--- src/rtl/tlb_pkg.sv ---
package tlb_pkg;

  localparam int PERM_W = 6;

  // Rights and flags of a page; bit 0 is read, bit 5 is modified.
  typedef struct packed {
    logic dirty;
    logic accessed;
    logic user_ok;
    logic exec;
    logic wr;
    logic rd;
  } perm_t;

  localparam logic [1:0] ACC_LOAD  = 2'd0;
  localparam logic [1:0] ACC_STORE = 2'd1;
  localparam logic [1:0] ACC_FETCH = 2'd2;

  // Rights check: the access kind must be granted and the mode allowed.
  function automatic logic perm_allows(perm_t p, logic [1:0] acc, logic user_mode);
    logic need;
    case (acc)
      ACC_LOAD:  need = p.rd;
      ACC_STORE: need = p.wr;
      ACC_FETCH: need = p.exec;
      default:   need = 1'b0;
    endcase
    return need && (!user_mode || p.user_ok);
  endfunction

  // A permitted store to a clean page must go back to the walker.
  function automatic logic needs_mark_walk(perm_t p, logic [1:0] acc);
    return (acc == ACC_STORE) && !p.dirty;
  endfunction

endpackage

--- src/rtl/tlb_lfsr.sv ---
module tlb_lfsr #(
  parameter int W = 8,
  parameter logic [W-1:0] TAPS = 'hB8,
  parameter int OUT_W = 3
) (
  input  logic             clk,
  input  logic             rst_n,
  output logic [OUT_W-1:0] rnd
);
  logic [W-1:0] state_q;

  always_ff @(posedge clk) begin
    if (!rst_n) state_q <= {{(W-1){1'b0}}, 1'b1};
    else if (state_q[0]) state_q <= (state_q >> 1) ^ TAPS;
    else state_q <= state_q >> 1;
  end

  assign rnd = state_q[OUT_W-1:0];

  AST_LFSR_ALIVE: assert property (@(posedge clk) disable iff (!rst_n)
    state_q != '0);

endmodule

--- src/rtl/tlb_match.sv ---
module tlb_match #(
  parameter int ENTRIES = 8,
  parameter int VPN_W = 20,
  localparam int IDX_W = $clog2(ENTRIES)
) (
  input  logic [ENTRIES-1:0]            valid,
  input  logic [ENTRIES-1:0][VPN_W-1:0] tags,
  input  logic [VPN_W-1:0]              key,
  output logic [ENTRIES-1:0]            hit_vec,
  output logic                          hit_any,
  output logic [IDX_W-1:0]              hit_idx
);
  for (genvar g = 0; g < ENTRIES; g++) begin : g_cmp
    assign hit_vec[g] = valid[g] && (tags[g] == key);
  end

  always_comb begin
    hit_idx = '0;
    for (int i = ENTRIES - 1; i >= 0; i--) begin
      if (hit_vec[i]) hit_idx = IDX_W'(i);
    end
  end

  assign hit_any = |hit_vec;

endmodule

--- src/rtl/tlb_victim.sv ---
module tlb_victim #(
  parameter int ENTRIES = 8,
  localparam int IDX_W = $clog2(ENTRIES)
) (
  input  logic [ENTRIES-1:0] valid,
  input  logic [IDX_W-1:0]   rnd,
  input  logic               same_hit,
  input  logic [IDX_W-1:0]   same_idx,
  output logic [IDX_W-1:0]   pick_idx,
  output logic               has_free
);
  logic [IDX_W-1:0] free_idx;

  always_comb begin
    free_idx = '0;
    has_free = 1'b0;
    for (int i = ENTRIES - 1; i >= 0; i--) begin
      if (!valid[i]) begin
        free_idx = IDX_W'(i);
        has_free = 1'b1;
      end
    end
  end

  // Overwrite a matching slot, else the lowest free slot, else a random one.
  always_comb begin
    if (same_hit)      pick_idx = same_idx;
    else if (has_free) pick_idx = free_idx;
    else               pick_idx = IDX_W'(32'(rnd) % ENTRIES);
  end

endmodule

--- src/rtl/tlb_perm.sv ---
module tlb_perm #(
  parameter int VA_W = 32,
  parameter int PA_W = 32,
  parameter int PAGE_BITS = 12,
  parameter int ENTRIES = 8,
  parameter int LFSR_W = 8,
  localparam int VPN_W = VA_W - PAGE_BITS,
  localparam int PFN_W = PA_W - PAGE_BITS,
  localparam int IDX_W = $clog2(ENTRIES)
) (
  input  logic                        clk,
  input  logic                        rst_n,
  input  logic                        flush,
  input  logic                        req_valid,
  input  logic [VA_W-1:0]             req_va,
  input  logic [1:0]                  req_acc,
  input  logic                        req_user,
  output logic                        req_stall,
  output logic                        rsp_hit,
  output logic                        rsp_fault,
  output logic                        rsp_miss,
  output logic [PA_W-1:0]             rsp_pa,
  output logic                        walk_req,
  output logic [VPN_W-1:0]            walk_vpn,
  input  logic                        fill_valid,
  input  logic [PFN_W-1:0]            fill_pfn,
  input  logic [tlb_pkg::PERM_W-1:0]  fill_perm
);
  import tlb_pkg::*;

  logic [ENTRIES-1:0]            valid_q;
  logic [ENTRIES-1:0][VPN_W-1:0] vpn_q;
  logic [ENTRIES-1:0][PFN_W-1:0] pfn_q;
  perm_t                         perm_q [ENTRIES];
  logic                          busy_q;
  logic [VPN_W-1:0]              pend_vpn_q;

  // Named internal events
  logic [VPN_W-1:0]   req_vpn, key;
  logic [ENTRIES-1:0] hit_vec;
  logic               hit_any, lookup_en, perm_ok, mark_walk;
  logic               evt_hit, evt_fault, evt_miss;
  logic               fill_fire, install, has_free;
  logic [IDX_W-1:0]   hit_idx, vic_idx, rnd;
  perm_t              hit_perm;

  assign req_vpn   = req_va[VA_W-1:PAGE_BITS];
  assign key       = busy_q ? pend_vpn_q : req_vpn;
  assign lookup_en = req_valid && !busy_q;

  tlb_match #(.ENTRIES(ENTRIES), .VPN_W(VPN_W)) u_match (
    .valid(valid_q), .tags(vpn_q), .key(key),
    .hit_vec(hit_vec), .hit_any(hit_any), .hit_idx(hit_idx)
  );

  tlb_lfsr #(.W(LFSR_W), .TAPS(LFSR_W'('hB8)), .OUT_W(IDX_W)) u_lfsr (
    .clk(clk), .rst_n(rst_n), .rnd(rnd)
  );

  tlb_victim #(.ENTRIES(ENTRIES)) u_victim (
    .valid(valid_q), .rnd(rnd), .same_hit(hit_any), .same_idx(hit_idx),
    .pick_idx(vic_idx), .has_free(has_free)
  );

  assign hit_perm  = perm_q[hit_idx];
  assign perm_ok   = perm_allows(hit_perm, req_acc, req_user);
  assign mark_walk = needs_mark_walk(hit_perm, req_acc);

  assign evt_fault = lookup_en && hit_any && !perm_ok;
  assign evt_hit   = lookup_en && hit_any && perm_ok && !mark_walk;
  assign evt_miss  = lookup_en && (!hit_any || (perm_ok && mark_walk));

  assign rsp_hit   = evt_hit;
  assign rsp_fault = evt_fault;
  assign rsp_miss  = evt_miss;
  assign rsp_pa    = evt_hit ? {pfn_q[hit_idx], req_va[PAGE_BITS-1:0]} : '0;
  assign req_stall = busy_q;
  assign walk_req  = evt_miss || busy_q;
  assign walk_vpn  = busy_q ? pend_vpn_q : (evt_miss ? req_vpn : '0);

  assign fill_fire = fill_valid && busy_q;
  assign install   = fill_fire && !flush;

  always_ff @(posedge clk) begin
    if (!rst_n) begin
      valid_q <= '0;
    end else if (flush) begin
      valid_q <= '0;
    end else if (install) begin
      valid_q[vic_idx] <= 1'b1;
    end
  end

  always_ff @(posedge clk) begin
    if (install) begin
      vpn_q[vic_idx]  <= pend_vpn_q;
      pfn_q[vic_idx]  <= fill_pfn;
      perm_q[vic_idx] <= perm_t'(fill_perm);
    end
  end

  always_ff @(posedge clk) begin
    if (!rst_n) begin
      busy_q     <= 1'b0;
      pend_vpn_q <= '0;
    end else if (fill_fire) begin
      busy_q     <= 1'b0;
    end else if (evt_miss) begin
      busy_q     <= 1'b1;
      pend_vpn_q <= req_vpn;
    end
  end

  AST_MISS_STARTS_WALK: assert property (@(posedge clk) disable iff (!rst_n)
    rsp_miss |=> busy_q && walk_req);
  AST_STALL_SILENT: assert property (@(posedge clk) disable iff (!rst_n)
    busy_q |-> !(rsp_hit || rsp_fault || rsp_miss));
  AST_WALK_VPN_HELD: assert property (@(posedge clk) disable iff (!rst_n)
    busy_q && $past(busy_q) |-> $stable(walk_vpn));
  AST_FILL_PRESENT: assert property (@(posedge clk) disable iff (!rst_n)
    install |=> valid_q[$past(vic_idx)]);
  AST_FAULT_NO_WALK: assert property (@(posedge clk) disable iff (!rst_n)
    rsp_fault |=> !busy_q);
  AST_NO_DUP_MATCH: assert property (@(posedge clk) disable iff (!rst_n)
    $onehot0(hit_vec));
  AST_FREE_FIRST: assert property (@(posedge clk) disable iff (!rst_n)
    install && !hit_any && has_free |=>
      $countones(valid_q) == $past($countones(valid_q)) + 1);
  AST_FLUSH_EMPTY: assert property (@(posedge clk) disable iff (!rst_n)
    flush |=> valid_q == '0);
  AST_ONE_OUTCOME: assert property (@(posedge clk) disable iff (!rst_n)
    $onehot0({rsp_hit, rsp_fault, rsp_miss}));

endmodule

--- config.mk ---
export PLATFORM = sky130hd
export DESIGN_NAME = tlb_perm
export DESIGN_NICKNAME = d
export VERILOG_FILES = /design/src/rtl/tlb_pkg.sv /design/src/rtl/tlb_lfsr.sv /design/src/rtl/tlb_match.sv /design/src/rtl/tlb_victim.sv /design/src/rtl/tlb_perm.sv
export SDC_FILE = /design/constraint.sdc
export NUM_CORES = 1
export LEC_CHECK = 0
export BUFFER_PORTS_ARGS = -buffer_cell sky130_fd_sc_hd__buf_2
export CORE_ASPECT_RATIO = 1.75
export CORE_MARGIN = 1.5
export CORE_UTILIZATION = 40
export DETAILED_ROUTE_END_ITERATION = 16
export HOLD_SLACK_MARGIN = 0.08
export SLEW_MARGIN = 20
export SYNTH_ARGS = -nofsm -noshare
export SYNTH_HDL_FRONTEND = slang
export SYNTH_HIERARCHICAL = 1
export SYNTH_SLANG_ARGS = --single-unit
--- constraint.sdc ---
create_clock -name clk -period 8.41 [get_ports clk]
set_input_delay 0.4205 -clock clk [delete_from_list [all_inputs] [get_ports clk]]
set_output_delay 0.4205 -clock clk [all_outputs]
set_load 0.02 [all_outputs]
==> qor.txt, run 1 <==
Largest net degree at the start of global routing: 51
Setup Viol. Count Final: 0
Critical Path Fanout Max: 50
Filler cell count: 3651
Initial antenna violation count: 3
Die W: 157 um
Gr ovfl total: 0
CTS Hold Bufs: 0
Yosys warns: 6
Worst-Margin Slew: 0.982 ns
Detail Route Antenna Nets: 0
Placed cell count: 1640
Core Region: 0.0410 sq mm
Final period utilization: 0.881
WP data arrival: 6.99 ns
Critical path, cell by cell: buf_4 > mux2_2 > xnor2_1 > nand4_1 > nor4_1 > nand4_1 > o22ai_4 > buf_12 > mux2_1 > a222oi_1 > nand4b_1 > a21oi_2 > a311oi_4 > buf_4 > nor2b_1 > buf_2
Number of global-route vias before repair: 8902
Slew Limit Fails: 0
Resized cells post-CTS: 0
Outcome: finished clean
Fmax: 135 MHz
Clock Latency Late Sink: 0.51 ns
First-pass GRT wire length: 55700 um
Clk buf depth: 3
Initial DRC count: 411
Critical path startpoint category: register
Hold Path Class: in2reg
First-pass iteration count of the detailed router: 4
Worst clock skew: 0.0134 ns
DRC Markers: 0
Max incr delay on CP: 0.91 ns
Post-DP HPWL: 25600 um
Clock root cell: clkbuf_16
Crit Path Class: reg2out
Post-CTS Setup Bufs: 0
Wirelength per Cell: 22.2 um
Nets@finish: 1194
Post-DR vias/cell: 5.07
CP max-delay cell: dfxtp_1
Clock transition at path regs: 0.06 ns
Syn Area/Cell: 16.6 sq um
Max Cap Viol: 0
Clk sinks: 397
Worst hold slack: 0.150 ns
RSZ-0062 raised after global routing: false
Row count: 98
Power per cell area: 212 mW/mm^2
Area grow syn2layout: 14.3%
CTS tree: done
Worst vdd rail ir drop: 0.156 mV
TNS Setup: 0 ns
Final Util: 0.464
GR Util All Layers: 0.181
# IOs: 123
Htree depth: 2
Worst EP required: 7.99 ns
DR vias: 8644
Chip Height: 273 um
Final setup margin: 1.00 ns
Cell Area, Synth: 0.0166 sq mm
Post-Layout Cell Count: 1704
PortBufs: 121
Dpl ws: 1.46 ns
Pleak: 0.00643 uW
Layout cells sized above 1: 0.251
Gp weighted congestion: 0.787
Starting density of the core: 0.406
Die area: 0.0428 sq mm
Final min period: 7.41 ns
Cell count after synthesis: 999
Nature of the critical path endpoint: primary output
Fin. Hold Viols: 0
Syn_nets: 1065
Final wirelength: 37900 um
Slew headroom: 0.337
Num CTS Buffers: 36
[path summary, 6_finish.rpt]
check	from	endpoint	cells after the start	slack, ns
worst max-delay path	req_stall$_SDFFE_PP0P_	walk_vpn[16]	16	1.00
worst min-delay path	req_va[24]	pend_vpn_q[12]$_SDFFE_PN0P_	3	0.15
worst max register to register	req_stall$_SDFFE_PP0P_	pend_vpn_q[15]$_SDFFE_PN0P_	15	1.80
worst min register to register	u_lfsr/state_q[7]$_SDFF_PN0_	u_lfsr/state_q[6]$_SDFF_PN0_	1	0.44
[cell type report]
type                       instances  area [sq um]  share of cell area
sequential                       397         11600               0.608
multi-input combinational        527          4720               0.249
clock buffer                      55          1050              0.0555
timing repair buffer             144           803              0.0423
tap                              550           688              0.0362
clock inverter                     8          91.3             0.00481
inverter                          22          82.6             0.00435
antenna                            1          2.50            0.000132
[registers in the layout, summed over array words and instances, names as in the netlist]
register / flops
vpn_q: 160
pend_vpn_q: 20
valid_q: 8
pfn_q: 160
u_lfsr/state_q: 8
req_stall: 1
perm_q: 40
[where the power goes]
| part | total (uW) | internal (uW) | leakage [uW] | switching (uW) |
|---|---|---|---|---|
| clock network | 1590 | 924 | 0.000550 | 666 |
| logic | 233 | 89.7 | 0.00227 | 143 |
| registers | 2200 | 2170 | 0.00362 | 30.5 |
| total | 4020 | 3180 | 0.00643 | 840 |
[stage by stage]
step / cell area [sq um] / power (uW)
after floorplan: 16600 / 2390
after global placement: 17800 / 2470
after detailed placement: 17800 / 2480
after CTS: 19000 / 4070
after global routing: 19000 / 4150
final: 19000 / 4020
[cell usage in the layout, fill, tap and decap left out, types with 3 or more instances in the layout]
cell,instances
clkinv_1,3
a21oi_1,5
buf_2,121
nand3b_1,3
or2_1,3
nand3_1,10
nor3_2,5
dfxtp_1,37
and2_1,7
mux2_2,23
nor2_4,6
nand4_1,27
buf_4,21
mux4_2,43
xor2_1,66
o21a_1,8
nand2_1,51
nor4_1,17
edfxtp_1,360
nand2b_1,6
mux2i_1,53
nor2_1,37
clkbuf_16,37
nor2b_1,26
inv_1,20
xnor2_1,95
nor4_4,4
clkbuf_1,12
clkbuf_8,6
[per-layer routing]
layer | routed length, um | global-route usage | vias to the layer above | part of all wire
li1 | - | - | 3972 | -
met1 | 13600 | 0.193 | 4405 | 0.36
met2 | 21400 | 0.348 | 202 | 0.56
met3 | 1390 | 0.0260 | 63 | 0.037
met4 | 1510 | 0.0814 | 2 | 0.040
met5 | 17 | 0 | - | 0.00045
[worst max-delay path: cells and delay by family, from the launching register on]
| kind | cells | cell delay, ns |
|---|---|---|
| and+or+nand+nor | 5 | 1.74 |
| AOI/OAI and AO/OA | 4 | 1.46 |
| buffers and inverters | 4 | 1.14 |
| DFF | 1 | 0.91 |
| muxes | 2 | 0.86 |
| xor gates and xnor gates | 1 | 0.31 |
No activity file was read; power rests on OpenSTA's default activity.
==> run 2: changes to the inputs <==
ABC_AREA = 1   (was unset)
==> run 2 against run 1 <==
  * Via count increased by 38%
  * Clock skew increased by 0.013 ns
  * Sequential power about the same
  * Maximum frequency increased by 4.0%
  * Final area increased by 3.2%
  * Synthesized cell count increased by 56%
==> qor.txt, run 2 <==
GR Util All Layers: 0.207 (was 0.181)
Chip Height: 277 um (was 273 um)
CTS tree: done (unchanged)
Final Util: 0.462 (was 0.464)
Final wirelength: 45700 um (was 37900 um)
Dpl ws: 1.81 ns (was 1.46 ns)
TNS Setup: 0 ns (unchanged)
Crit Path Class: reg2out (unchanged)
Worst clock skew: 0.0265 ns (was 0.0134 ns)
Max Cap Viol: 0 (unchanged)
Pwr Total: 4230 uW (was 4020 uW)
Die W: 160 um (was 157 um)
Setup Viol. Count Final: 0 (unchanged)
Worst vdd rail ir drop: 0.161 mV (was 0.156 mV)
First-pass GRT wire length: 69200 um (was 55700 um)
Number of global-route vias before repair: 11700 (was 8902)
Area grow syn2layout: 14.1% (was 14.3%)
Cell count after synthesis: 1559 (was 999)
Fmax: 140 MHz (was 135 MHz)
Clock root cell: clkbuf_16 (unchanged)
Yosys warns: 6 (unchanged)
Clk buf depth: 3 (unchanged)
Largest net degree at the start of global routing: 102 (was 51)
Fin. Hold Viols: 0 (unchanged)
DRC Markers: 0 (unchanged)
CP bufs+invs: 5 (was 4)
FF-to-FF End: perm_q[3][2]$_DFFE_PP_ (was pend_vpn_q[15]$_SDFFE_PN0P_)
Outcome: finished clean (unchanged)
CP dominant cell by count: nand3_1
Nature of the critical path endpoint: primary output (unchanged)
Clock Latency Late Sink: 0.55 ns (was 0.51 ns)
Power per cell area: 216 mW/mm^2 (was 212 mW/mm^2)
Top flop regs: pfn_q x160, vpn_q x160, perm_q x40 (unchanged)
Resized cells post-CTS: 0 (unchanged)
# IOs: 123 (unchanged)
WP data arrival: 6.70 ns (was 6.99 ns)
Slew headroom: 0.280 (was 0.337)
Highest Signal Layer: met4 (was met5)
Post-CTS Setup Bufs: 0 (unchanged)
Post-DR vias/cell: 5.28 (was 5.07)
Placed cell count: 2191 (was 1640)
Most common cell after layout, fill and taps aside: edfxtp_1 (unchanged)
Cell Area, Synth: 0.0172 sq mm (was 0.0166 sq mm)
RR Startpoint: req_stall$_SDFFE_PP0P_ (unchanged)
Psw: 952 uW (was 840 uW)
CP max-delay cell: inv_2 (was dfxtp_1)
Slew Limit Fails: 0 (unchanged)
Final period utilization: 0.847 (was 0.881)
Worst-Margin Slew: 1.07 ns (was 0.982 ns)
Initial antenna violation count: 1 (was 3)
Core Region: 0.0424 sq mm (was 0.0410 sq mm)
Die area: 0.0442 sq mm (was 0.0428 sq mm)
Gr ovfl total: 0 (unchanged)
Hold path start: fill_pfn[12] (was req_va[24])
Nets@finish: 1736 (was 1194)
Most frequent cells in the layout: 360 x edfxtp_1, 273 x nand2_1, 246 x nor2_1 (was 360 x edfxtp_1, 121 x buf_2, 95 x xnor2_1)
Syn Area/Cell: 11.0 sq um (was 16.6 sq um)
Diodes inserted: 0 (was 1)
RSZ-0062 raised after global routing: false (unchanged)
Layout cells sized above 1: 0.162 (was 0.251)
Internal power: 3280 uW (was 3180 uW)
Hold Path Sink: pfn_q[32]$_DFFE_PP_ (was pend_vpn_q[12]$_SDFFE_PN0P_)
PortBufs: 121 (unchanged)
Crit path max-delay family: buffers and inverters (was simple AND/OR/NAND/NOR gates)
Comb pwr share: 0.066 (was 0.058)
Critical Path Fanout Max: 56 (was 50)
Starting density of the core: 0.405 (was 0.406)
CTS Hold Bufs: 0 (unchanged)
Post-Layout Cell Count: 2261 (was 1704)
Hold Path Class: in2reg (unchanged)
Sw Ratio: 0.225 (was 0.209)
Max incr delay on CP: 0.75 ns (was 0.91 ns)
WL met3: 2050 um (was 1390 um)
Worst hold path stage count: 1 (was 3)
Row count: 100 (was 98)
Htree depth: 2 (unchanged)
Initial DRC count: 986 (was 411)
Sequential Power Share: 0.524 (was 0.547)
Post-DP HPWL: 29200 um (was 25600 um)
Detail Route Antenna Nets: 0 (unchanged)
Worst EP required: 7.99 ns (about the same)
First-pass iteration count of the detailed router: 7 (was 4)
Clk sinks: 397 (unchanged)
Power share of the clock group: 0.410 (was 0.395)
Worst reg-to-reg path cell count: 12 (was 15)
Num CTS Buffers: 38 (was 36)
Critical path, cell by cell: buf_4 > o21ai_0 > xnor2_1 > o211ai_1 > nor4_1 > nand3b_1 > inv_1 > a21oi_4 > inv_2 > buf_4 > nand2_1 > nand3_1 > nand3_1 > nand3_1 > nand3_2 > nand2_4 > nand2_4 > o21ai_0 > buf_2 (was buf_4 > mux2_2 > xnor2_1 > nand4_1 > nor4_1 > nand4_1 > o22ai_4 > buf_12 > mux2_1 > a222oi_1 > nand4b_1 > a21oi_2 > a311oi_4 > buf_4 > nor2b_1 > buf_2)
DR vias: 11900 (was 8644)
Gp weighted congestion: 0.919 (was 0.787)
Pleak: 0.00732 uW (was 0.00643 uW)
Met2 routed WL: 24300 um (was 21400 um)
Critical path startpoint category: register (unchanged)
Register-to-register setup slack: 2.11 ns (was 1.80 ns)
Final setup margin: 1.29 ns (was 1.00 ns)
M1 wire length: 17000 um (was 13600 um)
Syn_nets: 1625 (was 1065)
Wirelength per Cell: 20.2 um (was 22.2 um)
Final min period: 7.12 ns (was 7.41 ns)
Clock transition at path regs: 0.06 ns (about the same)
## run 2: cell count changes in the layout (fill, tap and decap cells not counted), sizes merged, moves of 22 or more
| cell | change |
|---|---|
| inv | +90 |
| mux2 | -24 |
| mux2i | -53 |
| mux4 | -43 |
| nand2 | +229 |
| nand3 | +61 |
| nand4 | -22 |
| nor2 | +214 |
| nor2b | -27 |
| o21ai | +204 |
| xnor2 | -62 |
| xor2 | -55 |
## run 2: cell type report
type / count / area [sq um]
flip-flops and latches: 397 / 11600
clock inverters: 12 / 155
inverters: 110 / 413
clock buffers: 58 / 1120
repair buffers: 149 / 828
fillers: 3838 / 22800
multi-input cells: 974 / 4830
well taps: 561 / 702
## run 2: routing by layer
| metal | track usage | up-vias |
|---|---|---|
| met3 | 0.0231 | 98 |
| met4 | 0.111 | 0 |
| li1 | - | 5631 |
| met5 | 0 | - |
| met1 | 0.230 | 5819 |
| met2 | 0.385 | 386 |
## run 2: how the worst max path moves through the flow
stage	from	end	slack (ns)	cells after the start
after CTS	req_stall$_SDFFE_PP0P_	walk_vpn[1]	1.23	19
after detailed placement	req_stall$_SDFFE_PP0P_	walk_vpn[1]	1.81	19
after global placement	req_stall$_SDFFE_PP0P_	walk_vpn[17]	1.90	19
final	req_stall$_SDFFE_PP0P_	walk_vpn[1]	1.29	19
after floorplan	req_stall$_SDFFE_PP0P_	perm_q[0][0]$_DFFE_PP_	1.82	21
after global routing	req_stall$_SDFFE_PP0P_	walk_vpn[19]	0.73	22
## run 2: power by group through the flow
stage                     logic (uW)  registers (uW)  clock network (uW)
after floorplan                  180            2230                   0
after global placement           273            2260                   0
after detailed placement         277            2260                   0
after CTS                        278            2220                1770
after global routing             304            2220                1840
final                            280            2220                1740
## run 2: worst reg2reg max path: stages (launching register included)
cell     delay (ns)
dfxtp_1        0.49
o21ai_0        0.92
xnor2_1        0.20
nand3_1        0.09
nor4_1         0.75
nand3_1        0.47
a21oi_4        0.27
buf_4          0.76
nor2_1         0.18
a21oi_2        0.17
nand4_1        0.36
nor2_4         0.93
buf_4          0.38
## run 2: metrics by stage
stage	hold WS, ns	area (sq um)
3_5_place_dp	0.407	18300
2_1_floorplan	0.390	17200
6_report	0.138	19600
5_1_grt	0.137	19600
4_1_cts	0.110	19600
3_3_place_gp	0.396	18300
